<file path="src/rtl/cbt_pkg.sv">
package cbt_pkg;
  typedef enum logic [1:0] {SEG_SYNC, SEG_TS1, SEG_TS2} seg_e;

  function automatic logic maj3(input logic a, input logic b, input logic c);
    return (a & b) | (a & c) | (b & c);
  endfunction
endpackage

</file>
<file path="src/rtl/cbt_cfg.sv">
module cbt_cfg #(
  parameter int BRP_W   = 6,
  parameter int T1_W    = 4,
  parameter int T2_W    = 3,
  parameter int SJW_W   = 2,
  parameter int BRP_RST = 2,
  parameter int T1_RST  = 4,
  parameter int T2_RST  = 3
) (
  input  logic             clk_i,
  input  logic             rst_ni,
  input  logic             chg_req_i,
  input  logic             wr_en_i,
  input  logic [BRP_W-1:0] wr_brp_i,
  input  logic [T1_W-1:0]  wr_tseg1_i,
  input  logic [T2_W-1:0]  wr_tseg2_i,
  input  logic [SJW_W-1:0] wr_sjw_i,
  input  logic             wr_triple_i,
  input  logic             bit_end_i,
  output logic             chg_en_o,
  output logic [BRP_W-1:0] brp_o,
  output logic [T1_W-1:0]  tseg1_o,
  output logic [T2_W-1:0]  tseg2_o,
  output logic [SJW_W-1:0] sjw_o,
  output logic             triple_o
);
  logic             chg_en_q;
  logic [BRP_W-1:0] stg_brp_q, act_brp_q;
  logic [T1_W-1:0]  stg_t1_q, act_t1_q;
  logic [T2_W-1:0]  stg_t2_q, act_t2_q;
  logic [SJW_W-1:0] stg_sjw_q, act_sjw_q;
  logic             stg_tri_q, act_tri_q;
  logic             commit;

  assign commit = bit_end_i & chg_en_q & ~chg_req_i;

  always_ff @(posedge clk_i or negedge rst_ni) begin
    if (!rst_ni) begin
      chg_en_q  <= 1'b0;
      stg_brp_q <= BRP_W'(BRP_RST);
      stg_t1_q  <= T1_W'(T1_RST);
      stg_t2_q  <= T2_W'(T2_RST);
      stg_sjw_q <= '0;
      stg_tri_q <= 1'b0;
      act_brp_q <= BRP_W'(BRP_RST);
      act_t1_q  <= T1_W'(T1_RST);
      act_t2_q  <= T2_W'(T2_RST);
      act_sjw_q <= '0;
      act_tri_q <= 1'b0;
    end else begin
      if (bit_end_i) chg_en_q <= chg_req_i;
      if (wr_en_i && chg_en_q) begin
        stg_brp_q <= wr_brp_i;
        stg_t1_q  <= wr_tseg1_i;
        stg_t2_q  <= wr_tseg2_i;
        stg_sjw_q <= wr_sjw_i;
        stg_tri_q <= wr_triple_i;
      end
      // shadow copy lands on the boundary where enable drops
      if (commit) begin
        act_brp_q <= stg_brp_q;
        act_t1_q  <= stg_t1_q;
        act_t2_q  <= stg_t2_q;
        act_sjw_q <= stg_sjw_q;
        act_tri_q <= stg_tri_q;
      end
    end
  end

  assign chg_en_o = chg_en_q;
  assign brp_o    = act_brp_q;
  assign tseg1_o  = act_t1_q;
  assign tseg2_o  = act_t2_q;
  assign sjw_o    = act_sjw_q;
  assign triple_o = act_tri_q;
endmodule

</file>
<file path="src/rtl/cbt_prescaler.sv">
module cbt_prescaler #(
  parameter int BRP_W = 6
) (
  input  logic             clk_i,
  input  logic             rst_ni,
  input  logic [BRP_W-1:0] brp_i,
  output logic             tick_o
);
  logic [BRP_W-1:0] cnt_q;

  assign tick_o = (cnt_q == brp_i);

  always_ff @(posedge clk_i or negedge rst_ni) begin
    if (!rst_ni)     cnt_q <= '0;
    else if (tick_o) cnt_q <= '0;
    else             cnt_q <= cnt_q + BRP_W'(1);
  end
endmodule

</file>
<file path="src/rtl/cbt_bit_engine.sv">
module cbt_bit_engine
  import cbt_pkg::*;
#(
  parameter int T1_W  = 4,
  parameter int T2_W  = 3,
  parameter int SJW_W = 2
) (
  input  logic             clk_i,
  input  logic             rst_ni,
  input  logic             tick_i,
  input  logic             rx_i,
  input  logic [T1_W-1:0]  tseg1_i,
  input  logic [T2_W-1:0]  tseg2_i,
  input  logic [SJW_W-1:0] sjw_i,
  output logic             sample_o,
  output logic             bit_end_o
);
  localparam int AW = (T1_W > T2_W) ? T1_W : T2_W;
  localparam int QW = ((AW > SJW_W) ? AW : SJW_W) + 2;

  seg_e          seg_q;
  logic [QW-1:0] qcnt_q, last_q, eff_last, sjw1, late, ext;
  logic          rx_prev_q, done_q, edge_w, at_end;

  assign sjw1   = QW'(sjw_i) + QW'(1);
  assign late   = qcnt_q + QW'(1);
  assign ext    = (late < sjw1) ? late : sjw1;
  assign edge_w = tick_i & rx_prev_q & ~rx_i & ~done_q & (seg_q != SEG_SYNC);

  always_comb begin
    eff_last = last_q;
    if (edge_w) begin
      if (seg_q == SEG_TS1)
        eff_last = last_q + ext;
      else if (seg_q == SEG_TS2)
        eff_last = (last_q >= qcnt_q + sjw1) ? last_q - sjw1 : qcnt_q;
    end
  end

  assign at_end    = tick_i & (qcnt_q == eff_last);
  assign sample_o  = at_end & (seg_q == SEG_TS1);
  assign bit_end_o = at_end & (seg_q == SEG_TS2);

  always_ff @(posedge clk_i or negedge rst_ni) begin
    if (!rst_ni) begin
      seg_q     <= SEG_SYNC;
      qcnt_q    <= '0;
      last_q    <= '0;
      rx_prev_q <= 1'b1;
      done_q    <= 1'b0;
    end else if (tick_i) begin
      rx_prev_q <= rx_i;
      if (edge_w) done_q <= 1'b1;
      case (seg_q)
        SEG_SYNC: begin
          seg_q  <= SEG_TS1;
          qcnt_q <= '0;
          last_q <= QW'(tseg1_i);
          done_q <= 1'b0;
        end
        SEG_TS1: begin
          if (at_end) begin
            seg_q  <= SEG_TS2;
            qcnt_q <= '0;
            last_q <= QW'(tseg2_i);
          end else begin
            qcnt_q <= qcnt_q + QW'(1);
            last_q <= eff_last;
          end
        end
        SEG_TS2: begin
          if (at_end) begin
            seg_q  <= SEG_SYNC;
            qcnt_q <= '0;
          end else begin
            qcnt_q <= qcnt_q + QW'(1);
            last_q <= eff_last;
          end
        end
        default: seg_q <= SEG_SYNC;
      endcase
    end
  end
endmodule

</file>
<file path="src/rtl/cbt_sampler.sv">
module cbt_sampler
  import cbt_pkg::*;
(
  input  logic clk_i,
  input  logic rst_ni,
  input  logic tick_i,
  input  logic sample_i,
  input  logic triple_i,
  input  logic rx_i,
  output logic rx_bit_o
);
  logic [1:0] hist_q;
  logic       bit_q;

  always_ff @(posedge clk_i or negedge rst_ni) begin
    if (!rst_ni) begin
      hist_q <= 2'b11;
      bit_q  <= 1'b1;
    end else begin
      if (tick_i)   hist_q <= {hist_q[0], rx_i};
      if (sample_i) bit_q  <= triple_i ? maj3(rx_i, hist_q[0], hist_q[1]) : rx_i;
    end
  end

  assign rx_bit_o = bit_q;
endmodule

</file>
<file path="src/rtl/can_bit_timing.sv">
module can_bit_timing #(
  parameter int BRP_W   = 6,
  parameter int T1_W    = 4,
  parameter int T2_W    = 3,
  parameter int SJW_W   = 2,
  parameter int BRP_RST = 2,
  parameter int T1_RST  = 4,
  parameter int T2_RST  = 3
) (
  input  logic             clk_i,
  input  logic             rst_ni,
  input  logic             chg_req_i,
  input  logic             wr_en_i,
  input  logic [BRP_W-1:0] wr_brp_i,
  input  logic [T1_W-1:0]  wr_tseg1_i,
  input  logic [T2_W-1:0]  wr_tseg2_i,
  input  logic [SJW_W-1:0] wr_sjw_i,
  input  logic             wr_triple_i,
  input  logic             rx_i,
  output logic             chg_en_o,
  output logic             sample_o,
  output logic             bit_end_o,
  output logic             rx_bit_o
);
  logic [BRP_W-1:0] brp;
  logic [T1_W-1:0]  t1;
  logic [T2_W-1:0]  t2;
  logic [SJW_W-1:0] sjw;
  logic             triple, tick;

  cbt_cfg #(
    .BRP_W(BRP_W), .T1_W(T1_W), .T2_W(T2_W), .SJW_W(SJW_W),
    .BRP_RST(BRP_RST), .T1_RST(T1_RST), .T2_RST(T2_RST)
  ) u_cfg (
    .clk_i, .rst_ni, .chg_req_i, .wr_en_i, .wr_brp_i, .wr_tseg1_i,
    .wr_tseg2_i, .wr_sjw_i, .wr_triple_i,
    .bit_end_i(bit_end_o), .chg_en_o,
    .brp_o(brp), .tseg1_o(t1), .tseg2_o(t2), .sjw_o(sjw), .triple_o(triple)
  );

  cbt_prescaler #(.BRP_W(BRP_W)) u_pre (
    .clk_i, .rst_ni, .brp_i(brp), .tick_o(tick)
  );

  cbt_bit_engine #(.T1_W(T1_W), .T2_W(T2_W), .SJW_W(SJW_W)) u_eng (
    .clk_i, .rst_ni, .tick_i(tick), .rx_i, .tseg1_i(t1), .tseg2_i(t2),
    .sjw_i(sjw), .sample_o, .bit_end_o
  );

  cbt_sampler u_smp (
    .clk_i, .rst_ni, .tick_i(tick), .sample_i(sample_o), .triple_i(triple),
    .rx_i, .rx_bit_o
  );
endmodule

</file>
<file path="config.mk">
export PLATFORM = sky130hd
export DESIGN_NAME = can_bit_timing
export DESIGN_NICKNAME = d
export VERILOG_FILES = /design/src/rtl/cbt_pkg.sv /design/src/rtl/cbt_cfg.sv /design/src/rtl/cbt_prescaler.sv /design/src/rtl/cbt_bit_engine.sv /design/src/rtl/cbt_sampler.sv /design/src/rtl/can_bit_timing.sv
export SDC_FILE = /design/constraint.sdc
export NUM_CORES = 1
export LEC_CHECK = 0
export BUFFER_PORTS_ARGS = -buffer_cell sky130_fd_sc_hd__buf_2
export CORE_UTILIZATION = 60
export CTS_BUF_LIST = sky130_fd_sc_hd__clkbuf_4 sky130_fd_sc_hd__clkbuf_8 sky130_fd_sc_hd__clkbuf_16
export DETAILED_ROUTE_END_ITERATION = 12
export GPL_ROUTABILITY_DRIVEN = 0
export PLACE_DENSITY = 0.79
export SYNTH_ARGS = -nofsm -noshare
export SYNTH_HDL_FRONTEND = slang
export SYNTH_HIERARCHICAL = 1
export SYNTH_SLANG_ARGS = --single-unit
export TNS_END_PERCENT = 50
</file>
<file path="constraint.sdc">
create_clock -name clk_i -period 6.3 [get_ports clk_i]
set_clock_uncertainty 0.05 [all_clocks]
set_input_delay 0.315 -clock clk_i [delete_from_list [all_inputs] [get_ports clk_i]]
set_output_delay 0.315 -clock clk_i [all_outputs]
set_load 0.02 [all_outputs]
</file>
==> impl_metrics.yaml, run 1 <==
outcome:
  status: "completed"
run:
  cap_violations: 0
synth:
  ys_seq_area_frac: 0.363
  synthesis.area_um2: 4040
  synth-edff-count: 0
  avgSynthCellArea_um2: 10.1
  ys.warnings.count: 6
  async_reset_ff_frac: 1.00
  synthesis.instances: 401
  netlist-cell-type-count: 63
  synth_ff_type: "dfrtp_1"
  ys_seq_elements: 58
detailed_routing:
  routed-wl-met3_um: 512
  first_pass_iters: 5
  wl_met2_mm: 4.29
  drtIter0Drc: 260
  vias_per_cell: 6.34
  post-route-drc-count: 0
  wire_per_inst_um: 17.7
  drt_wl_total_mm: 8.97
  highest_layer: "met4"
  wl_met1_mm: 3.83
  vias: 3207
  detail-route-antenna-nets: 0
clock_network:
  numCtsBuffers: 9
  clkTransAtPathRegs_ps: 70
  h-tree-depth: 3
  cts.sinks: 58
  cts_hold_buf: 0
  cts_setup_buffers: 0
  cts.root.buffer_cell: "clkbuf_8"
  cts_tree: "done"
  max-clock-path-buffers: 2
  cts_resized: 0
  clk_latency_ps: 330
critical_path:
  r2r_end: "u_eng/last_q[4]"
  critPathMaxStageDelay_ps: 590
  crit_path_start: "u_eng/qcnt_q[0]"
  cp_data_arrival_time_ps: 5260
  reg2reg_slack_ps: 780
  start_kind: "flop"
  crit_required_ps: 5930
  cp_max_fo: 14
  end_kind: "primary output"
  cpMaxStageDelayCell: "dfrtp_1"
  timing.rr.start: "u_eng/qcnt_q[0]"
  worstSetupPathType: "flop to primary output"
  cp_cell_sequence: "ha_1 -> xor2_1 -> a2111oi_0 -> o221ai_1 -> nor2_1 -> a21oi_1 -> ha_1 -> fa_1 -> a21o_1 -> a2111oi_2 -> nor4_1 -> and3_1 -> a2111o_1 -> nor4_4 -> and3_1 -> buf_2"
  reg2regPathDepth: 17
power_and_ir_drop:
  power.total_w: 0.00242
  power.density_nw_per_um2: 545
  ir_worst_vdd_v: 0.000282
  p_leak_nw: 2.06
die:
  io_pins: 25
  rows: 29
  floorplan.initialDensity: 0.629
  die_w_um: 84.0
  die_height_um: 84.0
  dieArea_um2: 7060
  core_um2: 6420
sta:
  fmaxAchievable_ghz: 0.178
  drv_slew: 0
  fin_crit_sh: 0.893
  relSlewSlack: 0.399
  rsz0062_at_grt: "false"
  finalSetupViolCount: 0
  finalHoldWorstSlack_ps: 57.1
  hold_violations: 0
  setup_tns_ps: 0
  fin_crit_ps: 5630
  tightest_slew_ps: 893
final_layout:
  drive_above_1_share: 0.252
  num_antenna_cells: 0
  fin_nets: 474
  syn_to_final_growth_pct: 9.94
global_routing:
  grt_max_degree: 59
  grt_overflow: 0
  grt_pass1_wl_mm: 15.0
  antenna_found_initial: 0
  grt.total_usage: 0.271
  grt_pass1_vias: 3249
placement:
  port_buffers: 24
  hpwl_mm: 6.45
min_path:
  min_path_type: "primary input to async pin"
==> power by group <==
group / switching [W] / internal (W) / total [W] / leakage (nW)
Combinational: 0.000782 / 0.000585 / 0.00137 / 1.21
Clock: 0.000137 / 0.000264 / 0.000401 / 0.124
Sequential: 0.000131 / 0.000520 / 0.000652 / 0.728
==> how the worst max path moves through the flow <==
stage                     endpoint  slack (ps)  depth (start not counted)
finish                   bit_end_o         670                         16
global route             bit_end_o         360                         16
global placement    u_cfg/sjw_o[0]        1030                         17
floorplan           u_cfg/brp_o[0]        1280                         18
CTS                      bit_end_o         730                         16
detailed placement  u_cfg/brp_o[5]         890                         17
==> area by class of cell <==
cell class	count	area, um2
Sequential cell	58	1470
Fill cell	490	1980
Clock inverter	2	60.1
Multi-Input combinational cell	310	2430
Tap cell	77	96.3
Timing Repair Buffer	27	143
Inverter	18	67.6
Clock buffer	14	180
==> kinds of logic after synthesis <==
kind of cell	share of synthesized area
simple gates	0.148
compound gates	0.166
flops	0.363
mux	0.138
buf+inv	0.0369
fa+ha+maj	0.0954
xor+xnor	0.0520
other cells	0.000928
==> registers in the layout, indices dropped and copies added, names as in the netlist, 2 cells and up <==
register	flops
u_eng/last_q	6
u_smp/hist_q	2
u_cfg/sjw_o	2
u_cfg/brp_o	6
u_cfg/stg_brp_q	6
u_cfg/stg_sjw_q	2
u_cfg/tseg2_o	3
u_pre/cnt_q	6
u_cfg/stg_t2_q	3
u_cfg/tseg1_o	4
u_eng/seg_q	2
u_cfg/stg_t1_q	4
u_eng/qcnt_q	6
==> per-layer routing <==
| metal | vias to the layer above | track usage |
|---|---|---|
| li1 | 1511 | - |
| met4 | 0 | 0.166 |
| met5 | - | 0 |
| met3 | 35 | 0.0445 |
| met1 | 1524 | 0.342 |
| met2 | 137 | 0.437 |
==> synth_stat cells, drive strengths merged, types with 5 or more instances <==
| master | count | area share |
|---|---|---|
| a21o | 5 | 0.0096 |
| a21oi | 22 | 0.027 |
| mux2 | 44 | 0.12 |
| buf | 7 | 0.012 |
| xor2 | 15 | 0.033 |
| mux2i | 6 | 0.015 |
| and3 | 6 | 0.0093 |
| inv | 18 | 0.017 |
| a31oi | 8 | 0.014 |
| clkbuf | 9 | 0.0084 |
| nand2b | 10 | 0.015 |
| ha | 26 | 0.081 |
| nor3 | 5 | 0.0062 |
| xnor2 | 9 | 0.020 |
| o21ai | 14 | 0.017 |
| dfrtp | 46 | 0.29 |
| dfstp | 12 | 0.078 |
| nand3 | 14 | 0.017 |
| nand2 | 26 | 0.025 |
| a22o | 5 | 0.011 |
| a2111oi | 5 | 0.012 |
| nor2 | 25 | 0.023 |
==> cell usage in the layout, fill, tap and decap left out, types with 12 or more instances in the layout <==
master,Yosys,layout
ha_1,26,26
inv_1,18,18
xor2_1,15,15
o21ai_0,13,13
dfrtp_1,46,46
nand2_1,25,25
mux2_2,43,43
nor2_1,25,25
clkbuf_8,0,12
nand3_1,14,14
dfstp_2,12,12
buf_2,2,24
a21oi_1,22,22
==> through the flow <==
step	setup WS, ps	instance area [um2]	utilization	instances
after floorplan	1280	4040	-	402
after global placement	1030	4200	0.654	490
after detailed placement	888	4200	0.654	490
after CTS	731	4440	0.691	506
after global routing	359	4440	0.691	506
final	671	4440	0.691	506
==> worst max-delay path, delay by kind of cell (launching register included) <==
kind	cells	cell delay [ps]
xor gates and xnor gates	1	140
and+or+nand+nor	5	1150
DFF	1	590
AOI/OAI and AO/OA	6	1790
adders and majority gates	3	1030
buffers and inverters	1	220
No activity file was read; power rests on OpenSTA's default activity.
==> run 2: changes to the inputs <==
Settings changed: CORE_UTILIZATION 60 to 33, PLACE_DENSITY 0.79 to default.
==> impl_metrics.yaml, run 2 (synthesized netlist as in run 1, its figures left out) <==
sta:
  tightest_slew_ps: 879
  rsz0062_at_grt: "false"
  fmaxAchievable_ghz: 0.175
  hold_violations: 0
  finalSetupViolCount: 0
  drv_slew: 0
  setup_tns_ps: 0
  relSlewSlack: 0.414
  fin_crit_sh: 0.908
  fin_crit_ps: 5720
run:
  cap_violations: 0
clock_network:
  cts.sinks: 58
  numCtsBuffers: 9
  cts.root.buffer_cell: "clkbuf_16"
  cts_setup_buffers: 0
  cts_hold_buf: 0
  max-clock-path-buffers: 2
  clk_latency_ps: 320
  h-tree-depth: 3
  cts_tree: "done"
  cts_resized: 0
  clkTransAtPathRegs_ps: 50
placement:
  port_buffers: 24
  hpwl_mm: 6.92
global_routing:
  grt_pass1_vias: 3127
  grt_overflow: 0
  grt.total_usage: 0.158
  grt_max_degree: 59
  antenna_found_initial: 0
  grt_pass1_wl_mm: 15.9
critical_path:
  end_kind: "primary output"
  critPathTopFamily: "compound AO/OA/AOI/OAI gates"
  timing.rr.start: "u_eng/qcnt_q[0]"
  cp_max_fo: 14
  worstSetupPathType: "flop to primary output"
  cp_num_buf_inv: 1
  start_kind: "flop"
  cpMaxStageDelayCell: "dfrtp_1"
  critPathMaxStageDelay_ps: 590
  crit_required_ps: 5930
  crit_path_start: "u_eng/qcnt_q[0]"
  cp_data_arrival_time_ps: 5360
  cp_cell_sequence: "ha_1 -> xor2_1 -> a2111oi_0 -> o221ai_1 -> nor2_1 -> a21oi_1 -> ha_1 -> fa_1 -> a21o_1 -> a2111oi_2 -> nor4_1 -> and3_1 -> a2111o_1 -> nor4_4 -> and3_1 -> buf_2"
power_and_ir_drop:
  power_frac_comb: 0.551
  p_int_w: 0.00141
  p_sw_w: 0.00108
  seq_power_share: 0.260
  power.share.switching: 0.433
  power.density_nw_per_um2: 544
  power.total_w: 0.00249
  p_leak_nw: 2.08
  clock_power_share: 0.189
  ir_worst_vdd_v: 0.000259
detailed_routing:
  wire_per_inst_um: 16.3
  post-route-drc-count: 0
  detail-route-antenna-nets: 0
  first_pass_iters: 5
  vias: 3215
  drtIter0Drc: 283
  vias_per_cell: 5.58
  drt_wl_total_mm: 9.40
final_layout:
  fin_nets: 474
  syn_to_final_growth_pct: 13.4
  fillers: 1146
  drive_above_1_share: 0.252
  num_antenna_cells: 0
  final_cell_mix: "dfrtp_1 (46), mux2_2 (43), ha_1 (26), nor2_1 (25), nand2_1 (25)"
  layout_commonest_cell: "dfrtp_1"
die:
  rows: 40
  die_w_um: 113
  die_height_um: 113
  core_um2: 12000
  dieArea_um2: 12700
  io_pins: 25
  floorplan.initialDensity: 0.338
outcome:
  status: "completed"
min_path:
  min_path_type: "primary input to async pin"
## run 2: cell count changes in the layout (fill, tap and decap cells not counted), sizes merged
| cell | change |
|---|---|
| clkinv | +4 |
| bufinv | -1 |
| clkinvlp | +1 |
| clkbuf | -4 |
## run 2: final timing paths
kind / to / slack [ps] / depth (start not counted)
worst max-delay path: bit_end_o / 580 / 16
worst min register to register: u_smp/rx_bit_o / 430 / 2
max in group asynchronous: u_cfg/stg_tri_q / 5630 / 2
worst min-delay path: u_cfg/stg_t1_q[0] / 90 / 2
min in group clk_i: u_cfg/stg_t1_q[0] / 170 / 2
worst max register to register: u_eng/last_q[2] / 640 / 17
## run 2: power by group through the flow
stage | clock network [W] | registers (W) | logic [W]
6_report | 0.000470 | 0.000649 | 0.00137
5_1_grt | 0.000497 | 0.000671 | 0.00152
2_1_floorplan | 0 | 0.000607 | 0.00108
4_1_cts | 0.000484 | 0.000649 | 0.00136
3_5_place_dp | 0 | 0.000655 | 0.00135
3_3_place_gp | 0 | 0.000648 | 0.00134
## run 2: metrics by stage
stage / setup WS, ps / std cells / cell area, um2 / hold WS (ps) / util
after floorplan: 1280 / 402 / 4040 / -30.6 / -
after global placement: 1010 / 560 / 4290 / 423 / 0.358
after detailed placement: 739 / 560 / 4290 / 428 / 0.358
after CTS: 635 / 576 / 4580 / 107 / 0.383
after global routing: 212 / 576 / 4580 / 150 / 0.383
final: 579 / 576 / 4580 / 86.5 / 0.383
## run 2: layout make-up
class                      instances  area (um2)  share of cell area
clock buffer                      10         233              0.0508
clock inverter                     6        57.6              0.0126
inverter                          18        67.6              0.0148
multi-input combinational        310        2430               0.530
sequential                        58        1470               0.320
tap                              147         184              0.0402
timing repair buffer              27         143              0.0312
## run 2: metal layers
layer | vias to the layer above | wire length, um | global-route usage
met5 | - | 0 | 0
met4 | 0 | 256 | 0.0711
met3 | 23 | 503 | 0.0232
met2 | 119 | 4280 | 0.247
met1 | 1553 | 4360 | 0.217
li1 | 1520 | - | -
